### src/rtl/usbg_pkg.sv
package usbg_pkg;
    parameter int unsigned DATA_W   = 8;
    parameter int unsigned ADDR_W   = 2;
    parameter int unsigned NUM_FLAG = 7;
    parameter int unsigned NUM_EVT  = 6;

    localparam logic [ADDR_W-1:0] A_CTRL = 2'd0;
    localparam logic [ADDR_W-1:0] A_FLAG = 2'd1;
    localparam logic [ADDR_W-1:0] A_ENAB = 2'd2;

    localparam int unsigned B_DETACH = 0;
    localparam int unsigned B_WAKE   = 1;
    localparam int unsigned F_WAKEUP = 4;
    localparam int unsigned F_UPRES  = 6;

    typedef enum logic [0:0] {
        WK_IDLE     = 1'b0,
        WK_RESUMING = 1'b1
    } wk_state_e;
endpackage

### src/rtl/usbg_wake_fsm.sv
module usbg_wake_fsm
    import usbg_pkg::*;
(
    input  logic clk,
    input  logic rst_n,
    input  logic sw_set,
    input  logic hw_done,
    output logic wake_req
);
    wk_state_e state_q, state_d;

    always_ff @(posedge clk or negedge rst_n) begin
        if (!rst_n) state_q <= WK_IDLE;
        else        state_q <= state_d;
    end

    always_comb begin
        state_d = state_q;
        unique case (state_q)
            WK_IDLE:     if (sw_set)  state_d = WK_RESUMING;
            WK_RESUMING: if (hw_done) state_d = WK_IDLE;
            default:     state_d = WK_IDLE;
        endcase
    end

    always_comb begin
        wake_req = (state_q == WK_RESUMING);
    end

    p_sw_set_r3: assert property (@(posedge clk) disable iff (!rst_n)
        (!wake_req && sw_set) |=> wake_req);
    p_hw_clear_r3: assert property (@(posedge clk) disable iff (!rst_n)
        (wake_req && hw_done) |=> !wake_req);
    p_hold_r3: assert property (@(posedge clk) disable iff (!rst_n)
        (wake_req && !hw_done) |=> wake_req);
endmodule

### src/rtl/usbg_flag_bank.sv
module usbg_flag_bank #(
    parameter int unsigned NF = 7
) (
    input  logic          clk,
    input  logic          rst_n,
    input  logic [NF-1:0] set_vec,
    input  logic          sw_wr,
    input  logic [NF-1:0] sw_keep,
    output logic [NF-1:0] flags
);
    for (genvar i = 0; i < NF; i++) begin : g_flag
        logic bit_q;
        always_ff @(posedge clk or negedge rst_n) begin
            if (!rst_n)          bit_q <= 1'b0;
            else if (set_vec[i]) bit_q <= 1'b1;
            else if (sw_wr)      bit_q <= bit_q & sw_keep[i];
        end
        assign flags[i] = bit_q;
    end

    p_set_wins_r9: assert property (@(posedge clk) disable iff (!rst_n)
        (set_vec != '0) |=> ((flags & $past(set_vec)) == $past(set_vec)));
    p_no_sw_set_r6: assert property (@(posedge clk) disable iff (!rst_n)
        (set_vec == '0) |=> ((flags & ~$past(flags)) == '0));
    p_stable_r6: assert property (@(posedge clk) disable iff (!rst_n)
        (set_vec == '0 && !sw_wr) |=> $stable(flags));
endmodule

### src/rtl/usbg_rw_reg.sv
module usbg_rw_reg #(
    parameter int unsigned W = 7,
    parameter logic [W-1:0] RST = '0
) (
    input  logic         clk,
    input  logic         rst_n,
    input  logic         we,
    input  logic [W-1:0] d,
    output logic [W-1:0] q
);
    always_ff @(posedge clk or negedge rst_n) begin
        if (!rst_n)  q <= RST;
        else if (we) q <= d;
    end

    p_write_r7: assert property (@(posedge clk) disable iff (!rst_n)
        we |=> (q == $past(d)));
endmodule

### src/rtl/usbg_regs.sv
module usbg_regs
    import usbg_pkg::*;
(
    input  logic                 clk,
    input  logic                 rst_n,
    input  logic [ADDR_W-1:0]    bus_addr,
    input  logic                 bus_wr,
    input  logic [DATA_W-1:0]    bus_wdata,
    output logic [DATA_W-1:0]    bus_rdata,
    input  logic [NUM_EVT-1:0]   evt_pulse,
    input  logic                 resume_done,
    output logic                 wake_req,
    output logic                 detach,
    output logic                 irq
);
    localparam int unsigned PAD_F = DATA_W - NUM_FLAG;
    localparam int unsigned PAD_C = DATA_W - 2;

    logic                wr_ctrl, wr_flag, wr_enab;
    logic [NUM_FLAG-1:0] set_vec, flags, enab;
    logic [0:0]          det_q;

    always_comb begin
        wr_ctrl = bus_wr && (bus_addr == A_CTRL);
        wr_flag = bus_wr && (bus_addr == A_FLAG);
        wr_enab = bus_wr && (bus_addr == A_ENAB);
    end

    usbg_wake_fsm u_wake (
        .clk      (clk),
        .rst_n    (rst_n),
        .sw_set   (wr_ctrl && bus_wdata[B_WAKE]),
        .hw_done  (resume_done),
        .wake_req (wake_req)
    );

    usbg_rw_reg #(.W(1), .RST(1'b1)) u_det (
        .clk (clk),
        .rst_n (rst_n),
        .we  (wr_ctrl),
        .d   (bus_wdata[B_DETACH]),
        .q   (det_q)
    );
    assign detach = det_q[0];

    always_comb begin
        set_vec = {1'b0, evt_pulse};
        set_vec[F_WAKEUP] = evt_pulse[F_WAKEUP] && !wake_req;
        set_vec[F_UPRES]  = resume_done;
    end

    usbg_flag_bank #(.NF(NUM_FLAG)) u_flags (
        .clk     (clk),
        .rst_n   (rst_n),
        .set_vec (set_vec),
        .sw_wr   (wr_flag),
        .sw_keep (bus_wdata[NUM_FLAG-1:0]),
        .flags   (flags)
    );

    usbg_rw_reg #(.W(NUM_FLAG), .RST('0)) u_enab (
        .clk   (clk),
        .rst_n (rst_n),
        .we    (wr_enab),
        .d     (bus_wdata[NUM_FLAG-1:0]),
        .q     (enab)
    );

    always_comb begin
        unique case (bus_addr)
            A_CTRL:  bus_rdata = {{PAD_C{1'b0}}, wake_req, detach};
            A_FLAG:  bus_rdata = {{PAD_F{1'b0}}, flags};
            A_ENAB:  bus_rdata = {{PAD_F{1'b0}}, enab};
            default: bus_rdata = '0;
        endcase
        irq = |(flags & enab);
    end

    p_rsv_ctrl_r1: assert property (@(posedge clk) disable iff (!rst_n)
        (bus_addr == A_CTRL) |-> (bus_rdata[DATA_W-1:2] == '0));
    p_detach_r4: assert property (@(posedge clk) disable iff (!rst_n)
        wr_ctrl |=> (detach == $past(bus_wdata[B_DETACH])));
    p_irq_hold_r8: assert property (@(posedge clk) disable iff (!rst_n)
        (irq && !bus_wr) |=> irq);
    p_upres_r10: assert property (@(posedge clk) disable iff (!rst_n)
        resume_done |=> flags[F_UPRES]);
    p_wake_mask_r11: assert property (@(posedge clk) disable iff (!rst_n)
        (wake_req && !flags[F_WAKEUP]) |=> !flags[F_WAKEUP]);
endmodule

### config.mk
export PLATFORM = sky130hd
export DESIGN_NAME = usbg_regs
export DESIGN_NICKNAME = d
export VERILOG_FILES = /design/src/rtl/usbg_pkg.sv /design/src/rtl/usbg_wake_fsm.sv /design/src/rtl/usbg_flag_bank.sv /design/src/rtl/usbg_rw_reg.sv /design/src/rtl/usbg_regs.sv
export SDC_FILE = /design/constraint.sdc
export NUM_CORES = 1
export LEC_CHECK = 0
export BUFFER_PORTS_ARGS = -buffer_cell sky130_fd_sc_hd__buf_4
export CAP_MARGIN = 20
export CORE_AREA = 2 2 55 57
export CTS_CLUSTER_DIAMETER = 30
export DETAILED_ROUTE_END_ITERATION = 6
export DIE_AREA = 0 0 57 59
export HOLD_SLACK_MARGIN = 0.1
export REMOVE_ABC_BUFFERS = 1
export SLEW_MARGIN = 25
export SYNTH_ARGS = -nofsm -noshare
export SYNTH_HDL_FRONTEND = slang
export SYNTH_SLANG_ARGS = --single-unit
### constraint.sdc
create_clock -name clk -period 1.29 [get_ports clk]
set_input_delay 0.0645 -clock clk [delete_from_list [all_inputs] [get_ports clk]]
set_output_delay 0.0645 -clock clk [all_outputs]
set_load 0.02 [all_outputs]
==> qor.csv, run 1 <==
stage;metric;value;unit
synth;synth_cell_type_count;24;
worst_setup_path;sum_of_buffers_and_inverters_on_the_critical_path;1;
grt;antenna_found_initial;0;
worst_setup_path;setup_crit_start_kind;flip-flop;
placed_design;hpwl;1430;um
grt;overflow_left_after_global_routing;0;
placed_design;dpl.cell_count;128;
clock_tree;cts-htree-levels;1;
worst_setup_path;type_of_the_setup_path_with_the_least_slack;flip-flop to output pin;
synth;synth.ff_latch_count;16;
drt;viasPerCell;4.86;
synth;synthesis.instances;72;
sta;fin_ws;-0.120;ns
worst_setup_path;worst-endpoint-required;1.23;ns
synth;synth_edf_count;0;
worst_setup_path;critical-path-max-stage-delay;0.40;ns
run_status;failed_checks;negative setup slack;
flow_run;maxCapViolations;0;
clock_tree;tritoncts;done;
drt;dr_pass1_iterations;4;
layout;post_layout_nonfiller_instances;148;
placed_design;gpl.final_weighted_congestion;0.737;
die;die-height;59;um
layout;design.final.nets;138;
run_status;status;finished with violations;
die;die_x;57;um
synth;synth_flop_cell;sky130_fd_sc_hd__dfrtp_1;
sta;rsz0062_at_grt;yes;
placed_design;io_buffers;28;
sta;fin_skew;0.0000256;ns
clock_tree;numCtsBuffers;3;
grt;grt_pass1_wl;3320;um
synth;post-synth-top-count-cell;sky130_fd_sc_hd__dfrtp_1;
drt;route.detailed.drc;0;
layout;post_route_cells_drive_above_1_share;42.7;%
worst_setup_path;crit_path_top_delay_cell;sky130_fd_sc_hd__dfrtp_1;
sta;setup_viol;1;
sta;post-route-period-util;109;%
clock_tree;max-clock-path-buffers;2;
clock_tree;clk-insertion-delay-late;0.29;ns
synth;proportion_of_synthesized_chip_area_in_sequential_cells;49.2;%
synth;area_of_the_mapped_netlist;816;um2
grt;grt_use_total;13.1;%
drt;num_vias;719;
worst_setup_path;crit_chain;a222oi_1, nand3_1, buf_4;
worst_setup_path;critical-path-top-delay-family;flip-flops;
sta;timing.hold.ws;0.159;ns
synth;synth_top_cell_area_share;46.0;%
sta;setup_total_negative_slack;-0.120;ns
drt;finalWirelength;2040;um
worst_setup_path;crit_path_max_fanout;3;
synth;ys_top_cells_by_count;sky130_fd_sc_hd__dfrtp_1, sky130_fd_sc_hd__nor2_1, sky130_fd_sc_hd__mux2_2;
drt;drt.antenna.violating_nets;0;
clock_tree;cts_sinks;16;
die;core-area;2710;um2
sta;final.min_clock_period;1.41;ns
grt;pin_count_of_the_biggest_net_entering_global_routing;17;
synth;yosys.area.top_type;sky130_fd_sc_hd__dfrtp_1;
power_and_ir_drop;power.static_leakage;0.563;nW
synth;syn-mean-instance-area;11.3;um2
die;start_util;30.1;%
sta;report.final.slew_viol_count;0;
power_and_ir_drop;power.density_cell_area;1040;nW/um2
synth;synth_async_sr_flop_share;100;%
layout;antenna_cells_inserted;0;
grt;vias_in_the_first_global_route;704;
synth;ys_warn_count;0;
drt;drt_iter0_drc;17;
die;core.rowCount;19;
worst_setup_path;cp_data_arrival_time;1.35;ns
synth;synth_top_cells_by_area;sky130_fd_sc_hd__dfrtp_1, sky130_fd_sc_hd__mux2_2, sky130_fd_sc_hd__nor2_1;
worst_hold_path;min-delay-path-class;input port to asynchronous set/reset pin;
die;ios;31;
layout;area_delta_synth_final;51.8;%
die;design.die.area;3360;um2
sta;maximum_frequency_from_static_timing_analysis;709;MHz
drt;wl_per_cell;13.8;um
worst_setup_path;critPathCaptureType;output pin;
clock_tree;clk_root_buffer_cell;sky130_fd_sc_hd__clkbuf_4;
clock_tree;clock_input_transition_at_the_sequential_cells_of_the_worst_setup_and_hold_paths;0.10;ns
power_and_ir_drop;vdd_ir_drop_max;0.907;mV
sta;hold_viol_final;0;
[power by group]
part / leakage (nW) / internal, mW / switching, mW
Clock: 0.0210 / 0.172 / 0.165
Sequential: 0.169 / 0.563 / 0.0450
Combinational: 0.373 / 0.192 / 0.146
Total: 0.563 / 0.927 / 0.356
[per-layer routing]
layer	global-route usage (%)	up-vias	routed length, um
li1	-	348	-
met1	18.6	341	931
met2	20.2	28	975
met3	3.93	2	120
met4	1.99	0	11
met5	0	-	0
[worst paths after layout]
kind	from	endpoint	slack [ns]	depth (start not counted)
worst max-delay path	u_enab.q[6]	irq	-0.12	3
worst min-delay path	rst_n	u_enab.q[1]	0.16	2
worst max register to register	u_wake.wake_req	u_wake.wake_req	0.40	2
worst min register to register	u_enab.q[0]	u_enab.q[0]	0.54	1
max in group asynchronous	rst_n	u_det.q	0.89	2
min in group clk	bus_addr[0]	u_det.q	0.21	3
[metrics by stage]
step	total power, mW	area [um2]	worst slack (ns)	util (%)
floorplan	0.772	785	0.201	-
global placement	0.915	1040	0.171	38.4
detailed placement	0.921	1040	0.184	38.4
CTS	1.30	1230	-0.146	45.3
global route	1.35	1240	-0.206	45.7
finish	1.28	1240	-0.120	45.7
[state kept, by name (all words and copies together) (netlist names)]
register	cells
u_wake.wake_req	1
u_det.q	1
u_enab.q	7
u_flags.g_flag.bit_q	7
[cell type report]
class / count / area [um2]
well taps: 31 / 38.8
multi-input cells: 49 / 374
clock buffers: 4 / 36.3
inverters: 3 / 11.3
repair buffers: 45 / 375
flip-flops and latches: 16 / 403
fillers: 270 / 1470
[kinds of logic after synthesis]
kind of cell	synth area share, %
other cells	0.460
mux	13.5
compound gates	17.2
buf+inv	5.21
flops	49.2
simple gates	14.4
[cells in the final DEF (no fill, tap or decap), types with 2 or more instances in the layout]
master / Yosys / routed
sky130_fd_sc_hd__dlygate4sd3_1: 0 / 15
sky130_fd_sc_hd__a22oi_1: 2 / 2
sky130_fd_sc_hd__dfrtp_1: 15 / 14
sky130_fd_sc_hd__buf_4: 2 / 30
sky130_fd_sc_hd__a22o_1: 5 / 5
sky130_fd_sc_hd__mux2i_1: 2 / 2
sky130_fd_sc_hd__inv_1: 3 / 3
sky130_fd_sc_hd__o2bb2ai_1: 2 / 2
sky130_fd_sc_hd__clkbuf_4: 0 / 3
sky130_fd_sc_hd__nor2b_1: 2 / 2
sky130_fd_sc_hd__a21oi_1: 6 / 6
sky130_fd_sc_hd__mux2_2: 8 / 8
sky130_fd_sc_hd__nor2_1: 12 / 12
[worst reg2reg max path: stages, from the launching register on]
cell and delay [ns]:
sky130_fd_sc_hd__dfrtp_2 0.45, sky130_fd_sc_hd__nor2b_1 0.14, sky130_fd_sc_hd__a31o_2 0.20
[repair_timing]
action / in CTS / in global routing
hold buffers: 15 / 1
setup endpoints to repair: 1 / 4
pin swaps: 1 / 3
endpoints found under the hold margin: 32 / 1
setup buffers: 0 / 1
gates resized for setup: 0 / 2
No activity file was read; power rests on OpenSTA's default activity.
==> inputs of run 2 (changes only) <==
--- a/config.mk
+++ b/config.mk
@@ -7,12 +7,11 @@
 export LEC_CHECK = 0
 export BUFFER_PORTS_ARGS = -buffer_cell sky130_fd_sc_hd__buf_4
 export CAP_MARGIN = 20
-export CORE_AREA = 2 2 55 57
+export CORE_AREA = 2 2 65 48
 export CTS_CLUSTER_DIAMETER = 30
 export DETAILED_ROUTE_END_ITERATION = 6
-export DIE_AREA = 0 0 57 59
+export DIE_AREA = 0 0 67 50
 export HOLD_SLACK_MARGIN = 0.1
-export REMOVE_ABC_BUFFERS = 1
 export SLEW_MARGIN = 25
 export SYNTH_ARGS = -nofsm -noshare
 export SYNTH_HDL_FRONTEND = slang
==> run 2 against run 1 <==
  * The flow still finishes with violations (negative setup slack)
  * Critical path depth unchanged
  * First-iteration DRC count increased by 82%
  * Global-route usage about the same
  * Sequential cell count unchanged
  * Combinational power increased by 3%
  * Core utilization increased by 0.62 points
  * Fmax increased by 0.72%
  * Largest cell class unchanged
==> qor.csv, run 2 (synthesis results as in run 1) <==
stage;metric;value;unit;change
placed_design;dp_slack;0.147;ns;-0.0363 ns
layout;layout.core_utilization;46.3;%;+0.62 points
die;start_util;30.0;%;-0.14 points
worst_setup_path;critPathCaptureType;output pin;;
layout;mostFrequentLayoutCells;sky130_fd_sc_hd__buf_4, sky130_fd_sc_hd__dfrtp_1, sky130_fd_sc_hd__dlygate4sd3_1;;
drt;route.detailed.drc;0;;unchanged
sta;fin_ws;-0.109;ns;+0.0101 ns
layout;final_design_area_no_fill;1260;um2;+1.8%
drt;dr_pass1_iterations;4;;unchanged
layout;final.fill_count;272;;+0.74%
placed_design;hpwl;1430;um;about the same
sta;fin_skew;0.00174;ns;+0.00171 ns
die;core.rowCount;16;;-3
clock_tree;numCtsBuffers;3;;unchanged
grt;overflow_left_after_global_routing;0;;unchanged
worst_setup_path;cp_data_arrival_time;1.33;ns;-0.02 ns
run_status;status;finished with violations;;
layout;antenna_cells_inserted;0;;unchanged
placed_design;dpl_cell_area;1050;um2;+0.60%
sta;maximum_frequency_from_static_timing_analysis;715;MHz;+0.72%
die;die-height;50;um;-15%
power_and_ir_drop;power.density_cell_area;1110;nW/um2;+6.8%
clock_tree;tritoncts;done;;
worst_hold_path;hold_path_startpoint;evt_pulse[4];;
run_status;failed_checks;negative setup slack;;
flow_run;maxCapViolations;0;;unchanged
power_and_ir_drop;vdd_ir_drop_max;0.353;mV;-61%
power_and_ir_drop;totalPowerFinal;1.40;mW;+8.8%
clock_tree;clk_root_buffer_cell;sky130_fd_sc_hd__clkbuf_8;;
drt;num_vias;714;;-0.70%
layout;final_common_cell;sky130_fd_sc_hd__buf_4;;
clock_tree;cts_sinks;16;;unchanged
worst_setup_path;crit-reg2reg-launch;u_wake.wake_req;;
sta;setup_viol;1;;unchanged
clock_tree;max-clock-path-buffers;2;;unchanged
layout;area_delta_synth_final;54.6;%;
drt;drt.antenna.violating_nets;0;;unchanged
drt;finalWirelength;2020;um;-0.74%
worst_setup_path;worst-endpoint-required;1.23;ns;about the same
worst_setup_path;setup_crit_start_kind;flip-flop;;
layout;design.final.nets;138;;unchanged
grt;grt_pass1_wl;3250;um;-2.1%
grt;grt_use_total;13.1;%;about the same
drt;wl_per_cell;13.2;um;-4.0%
sta;rsz0062_at_grt;yes;;
grt;antenna_found_initial;0;;unchanged
drt;drt_iter0_drc;31;;+14
worst_hold_path;min-delay-path-class;input port to flip-flop;;
sta;final.min_clock_period;1.40;ns;-0.0101 ns
synth;synthesis.nets;92;;
grt;vias_in_the_first_global_route;738;;+4.8%
power_and_ir_drop;power.static_leakage;0.575;nW;+2.1%
sta;report.final.slew_viol_count;0;;unchanged
placed_design;io_buffers;28;;unchanged
worst_setup_path;type_of_the_setup_path_with_the_least_slack;flip-flop to output pin;;
worst_setup_path;crit_path_start;u_flags.g_flag[6].bit_q;;
worst_setup_path;crit_path_max_fanout;2;;-1
clock_tree;clk-insertion-delay-late;0.24;ns;-0.05 ns
sta;hold_viol_final;0;;unchanged
layout;largestRegisters;u_enab.q: 7 flops, u_flags.g_flag.bit_q: 7 flops;;
layout;post_route_cells_drive_above_1_share;41.9;%;-0.85 points
placed_design;gpl.final_weighted_congestion;0.769;;+4.4%
die;core-area;2720;um2;+0.46%
die;die_x;67;um;+18%
drt;viasPerCell;4.67;;-3.9%
die;ios;31;;unchanged
clock_tree;cts-htree-levels;1;;unchanged
grt;pin_count_of_the_biggest_net_entering_global_routing;17;;unchanged
die;design.die.area;3350;um2;-0.39%
clock_tree;clock_input_transition_at_the_sequential_cells_of_the_worst_setup_and_hold_paths;0.06;ns;-0.04 ns
sta;timing.hold.ws;0.107;ns;-0.0524 ns
sta;post-route-period-util;108;%;-0.78 points
run 2: cell type report:
type / count / area (um2) / share of cell area, %
Inverter: 3 / 11.3 / 0.893
Timing Repair Buffer: 45 / 377 / 29.9
Tap cell: 36 / 45.0 / 3.57
Multi-Input combinational cell: 49 / 372 / 29.5
Sequential cell: 16 / 402 / 31.8
Clock buffer: 4 / 55.1 / 4.37
run 2: worst paths after layout:
kind / end / slack [ns] / cells after the start
worst max-delay path: irq / -0.11 / 3
worst min-delay path: u_flags.g_flag[4].bit_q / 0.11 / 3
worst max register to register: u_wake.wake_req / 0.41 / 2
worst min register to register: u_enab.q[1] / 0.54 / 1
max in group asynchronous: u_det.q / 0.82 / 2
min in group asynchronous: u_flags.g_flag[0].bit_q / 0.22 / 2
run 2: where the power goes:
part           total [mW]  switching, mW  internal [mW]
Sequential          0.609         0.0448          0.564
Clock               0.438          0.168          0.270
Combinational       0.349          0.151          0.198
Total                1.40          0.364           1.03
run 2: critical path, stage by stage, from the launching register on:
cell	delay (ns)
sky130_fd_sc_hd__dfrtp_1	0.39
sky130_fd_sc_hd__a222oi_1	0.39
sky130_fd_sc_hd__nand3_1	0.16
sky130_fd_sc_hd__buf_6	0.16
run 2: per-stage QoR:
step | setup TNS [ns] | cells
5_1_grt | -0.152 | 153
4_1_cts | -0.108 | 153
6_report | -0.109 | 153
3_5_place_dp | 0 | 133
3_3_place_gp | 0 | 133
2_1_floorplan | 0 | 72
run 2: what timing repair did:
action	in CTS	in global routing
hold buffers	14	0
setup endpoints to repair	1	1
setup buffers	2	0
gates resized for setup	1	0
pin swaps	2	0
cloned	0	0
hold endpoints to repair	32	0
run 2: metal layers:
metal  global-route usage [%]  share of wire, %  wire [um]
met1                     15.8                45        908
met4                     7.48               2.4         49
met3                     2.74               5.3        107
met5                        0                 0          0
met2                     21.3                47        958
==> inputs of run 3 (changes only) <==
==> constraint.sdc (replaced) <==
create_clock -name clk -period 1.3 [get_ports clk]
set_input_delay 0.065 -clock clk [delete_from_list [all_inputs] [get_ports clk]]
set_output_delay 0.065 -clock clk [all_outputs]
set_load 0.02 [all_outputs]
==> run 3 against run 2 <==
  * The run still ends with negative setup slack left
  * Combinational power shrank 5%
  * Sequential share of layout area grew 0.45 points
  * Wire length shrank 8.8%
  * Via count shrank 4.3%
  * Register-to-register slack is essentially flat
  * Largest power group unchanged
  * Sequential power shrank 0.8%
  * Total power shrank 6.0%
  * Highest routed layer unchanged
  * Worst setup slack gained 0.0046 ns
  * First-iteration DRC count grew 29%
  * Core utilization shrank 0.64 points
==> qor.csv, run 3 (synthesis results as in run 1) <==
stage;metric;value;unit;change
run_status;status;finished with violations;;
run_status;failed_checks;negative setup slack;;
worst_setup_path;reg2reg_to;u_wake.wake_req;;
die;core-area;2720;um2;unchanged
grt;overflow_left_after_global_routing;0;;unchanged
worst_setup_path;setup_crit_start_kind;flip-flop;;
die;core.rowCount;16;;unchanged
layout;post_route_cells_drive_above_1_share;40.5;%;-1.4 points
clock_tree;clock_input_transition_at_the_sequential_cells_of_the_worst_setup_and_hold_paths;0.06;ns;about the same
placed_design;gpl.final_weighted_congestion;0.753;;-2.1%
clock_tree;numCtsBuffers;3;;unchanged
layout;final_common_cell;sky130_fd_sc_hd__buf_4;;
power_and_ir_drop;clockPowerShare;28.7;%;-2.7 points
worst_hold_path;min-delay-path-class;input port to flip-flop;;
worst_hold_path;hold_path_startpoint;evt_pulse[4];;
sta;fin_ws;-0.105;ns;+0.00460 ns
clock_tree;tritoncts;done;;
sta;maximum_frequency_from_static_timing_analysis;712;MHz;
worst_setup_path;crit-reg2reg-launch;u_wake.wake_req;;
flow_run;maxCapViolations;0;;unchanged
power_and_ir_drop;power.static_leakage;0.564;nW;-1.9%
power_and_ir_drop;power.density_cell_area;1060;nW/um2;-4.7%
placed_design;dpl.cell_count;133;;unchanged
worst_setup_path;r2r_slack;0.40;ns;about the same
worst_setup_path;cp_data_arrival_time;1.34;ns;about the same
power_and_ir_drop;p_sw_share;26.4;%;+0.33 points
drt;route.detailed.drc;0;;unchanged
die;design.die.area;3350;um2;unchanged
layout;mostFrequentLayoutCells;sky130_fd_sc_hd__buf_4, sky130_fd_sc_hd__dfrtp_1, sky130_fd_sc_hd__dlygate4sd3_1;;
drt;dr_pass1_iterations;4;;unchanged
worst_hold_path;whs_path_depth;3;;unchanged
clock_tree;max-clock-path-buffers;2;;unchanged
sta;post-route-period-util;108;%;
grt;grt_use_total;12.2;%;-0.86 points
drt;finalWirelength;1850;um;-8.8%
placed_design;io_buffers;28;;unchanged
sta;report.final.slew_viol_count;0;;unchanged
worst_setup_path;critPathCaptureType;output pin;;
drt;drt_iter0_drc;40;;+29%
power_and_ir_drop;pwr-share-comb;25.3;%;+0.3 points
clock_tree;cts-htree-levels;1;;unchanged
grt;vias_in_the_first_global_route;648;;-12%
worst_setup_path;crit_path_max_fanout;3;;+1
die;die_x;67;um;unchanged
grt;antenna_found_initial;0;;unchanged
power_and_ir_drop;vdd_ir_drop_max;0.318;mV;-9.8%
placed_design;dp_slack;0.149;ns;+0.00169 ns
sta;hold_viol_final;0;;unchanged
layout;largestRegisters;u_enab.q: 7 flops, u_flags.g_flag.bit_q: 7 flops;;
sta;final.min_clock_period;1.40;ns;
die;ios;31;;unchanged
drt;num_vias;683;;-4.3%
grt;pin_count_of_the_biggest_net_entering_global_routing;17;;unchanged
placed_design;hpwl;1380;um;-3.6%
clock_tree;cts_sinks;16;;unchanged
layout;post_layout_nonfiller_instances;152;;-0.65%
power_and_ir_drop;seqPwrFrac;46.0;%;+2.4 points
die;die-height;50;um;unchanged
sta;rsz0062_at_grt;yes;;
grt;grt_pass1_wl;2930;um;-9.8%
drt;wl_per_cell;12.1;um;-8.2%
power_and_ir_drop;totalPowerFinal;1.31;mW;-6.0%
power_and_ir_drop;net_switching_power_figure;0.346;mW;-4.8%
synth;synthesis.nets;92;;unchanged
worst_hold_path;holdPathEnd;u_flags.g_flag[4].bit_q;;
worst_setup_path;r2r_cells;2;;unchanged
clock_tree;clk_root_buffer_cell;sky130_fd_sc_hd__clkbuf_8;;
layout;final.fill_count;267;;-1.8%
layout;antenna_cells_inserted;0;;unchanged
layout;area_delta_synth_final;52.5;%;
worst_setup_path;worst-endpoint-required;1.24;ns;about the same
power_and_ir_drop;p_int;0.966;mW;-6.4%
drt;viasPerCell;4.49;;-3.7%
drt;drt.antenna.violating_nets;0;;unchanged
sta;setup_viol;1;;unchanged
die;start_util;30.0;%;unchanged
clock_tree;clk-insertion-delay-late;0.24;ns;about the same
worst_setup_path;type_of_the_setup_path_with_the_least_slack;flip-flop to output pin;;
sta;fin_skew;0.0000486;ns;-0.00169 ns
layout;design.final.nets;137;;-0.72%
-- run 3: stage by stage --
step / util, % / hold slack (ns) / area (um2) / setup TNS [ns]
global route: 45.7 / 0.124 / 1240 / -0.193
global placement: 38.5 / -0.0647 / 1050 / 0
CTS: 45.7 / 0.111 / 1240 / -0.114
floorplan: - / -0.231 / 816 / 0
detailed placement: 38.5 / -0.0621 / 1050 / 0
finish: 45.7 / 0.112 / 1240 / -0.105
-- run 3: worst max path at each step --
stage	cells past startpoint	slack, ns	start	to
2_1_floorplan	2	0.21	u_det.q	bus_rdata[0]
3_5_place_dp	3	0.15	u_flags.g_flag[4].bit_q	irq
4_1_cts	3	-0.11	u_flags.g_flag[6].bit_q	irq
5_1_grt	3	-0.19	u_enab.q[6]	irq
6_report	3	-0.10	u_enab.q[6]	irq
3_3_place_gp	3	0.17	u_flags.g_flag[6].bit_q	irq
-- run 3: area by class of cell --
class / count / area (um2) / share of cell area (%)
clock buffers: 4 / 45.0 / 3.62
flip-flops and latches: 16 / 402 / 32.3
well taps: 36 / 45.0 / 3.62
inverters: 3 / 11.3 / 0.905
repair buffers: 44 / 369 / 29.7
multi-input cells: 49 / 372 / 29.9
-- run 3: worst max-delay path: stages (launching register included) --
cell and delay (ns):
sky130_fd_sc_hd__dfrtp_1 0.39, sky130_fd_sc_hd__a222oi_1 0.38, sky130_fd_sc_hd__nand3_1 0.16, sky130_fd_sc_hd__buf_6 0.16
-- run 3: power groups by stage --
stage / sequential, mW / combinational, mW / clock (mW)
2_1_floorplan: 0.611 / 0.166 / 0
3_3_place_gp: 0.608 / 0.296 / 0
3_5_place_dp: 0.612 / 0.300 / 0
4_1_cts: 0.603 / 0.337 / 0.399
5_1_grt: 0.610 / 0.362 / 0.420
6_report: 0.604 / 0.332 / 0.377
-- run 3: routing by layer --
metal | vias up | share of wire [%] | global-route usage [%]
li1 | 343 | - | -
met4 | 0 | 1.0 | 7.14
met2 | 19 | 44 | 18.0
met3 | 2 | 6.6 | 3.20
met5 | - | 0 | 0
met1 | 319 | 48 | 15.9
-- run 3: what timing repair did --
action | 4_1_cts | 5_1_grt
pin swaps | 2 | 0
cloned | 0 | 0
buffers inserted | 1 | 0
hold endpoints to repair | 32 | 0
resized for setup | 1 | 0
hold buffers | 14 | 0
endpoints found under the setup margin | 1 | 1
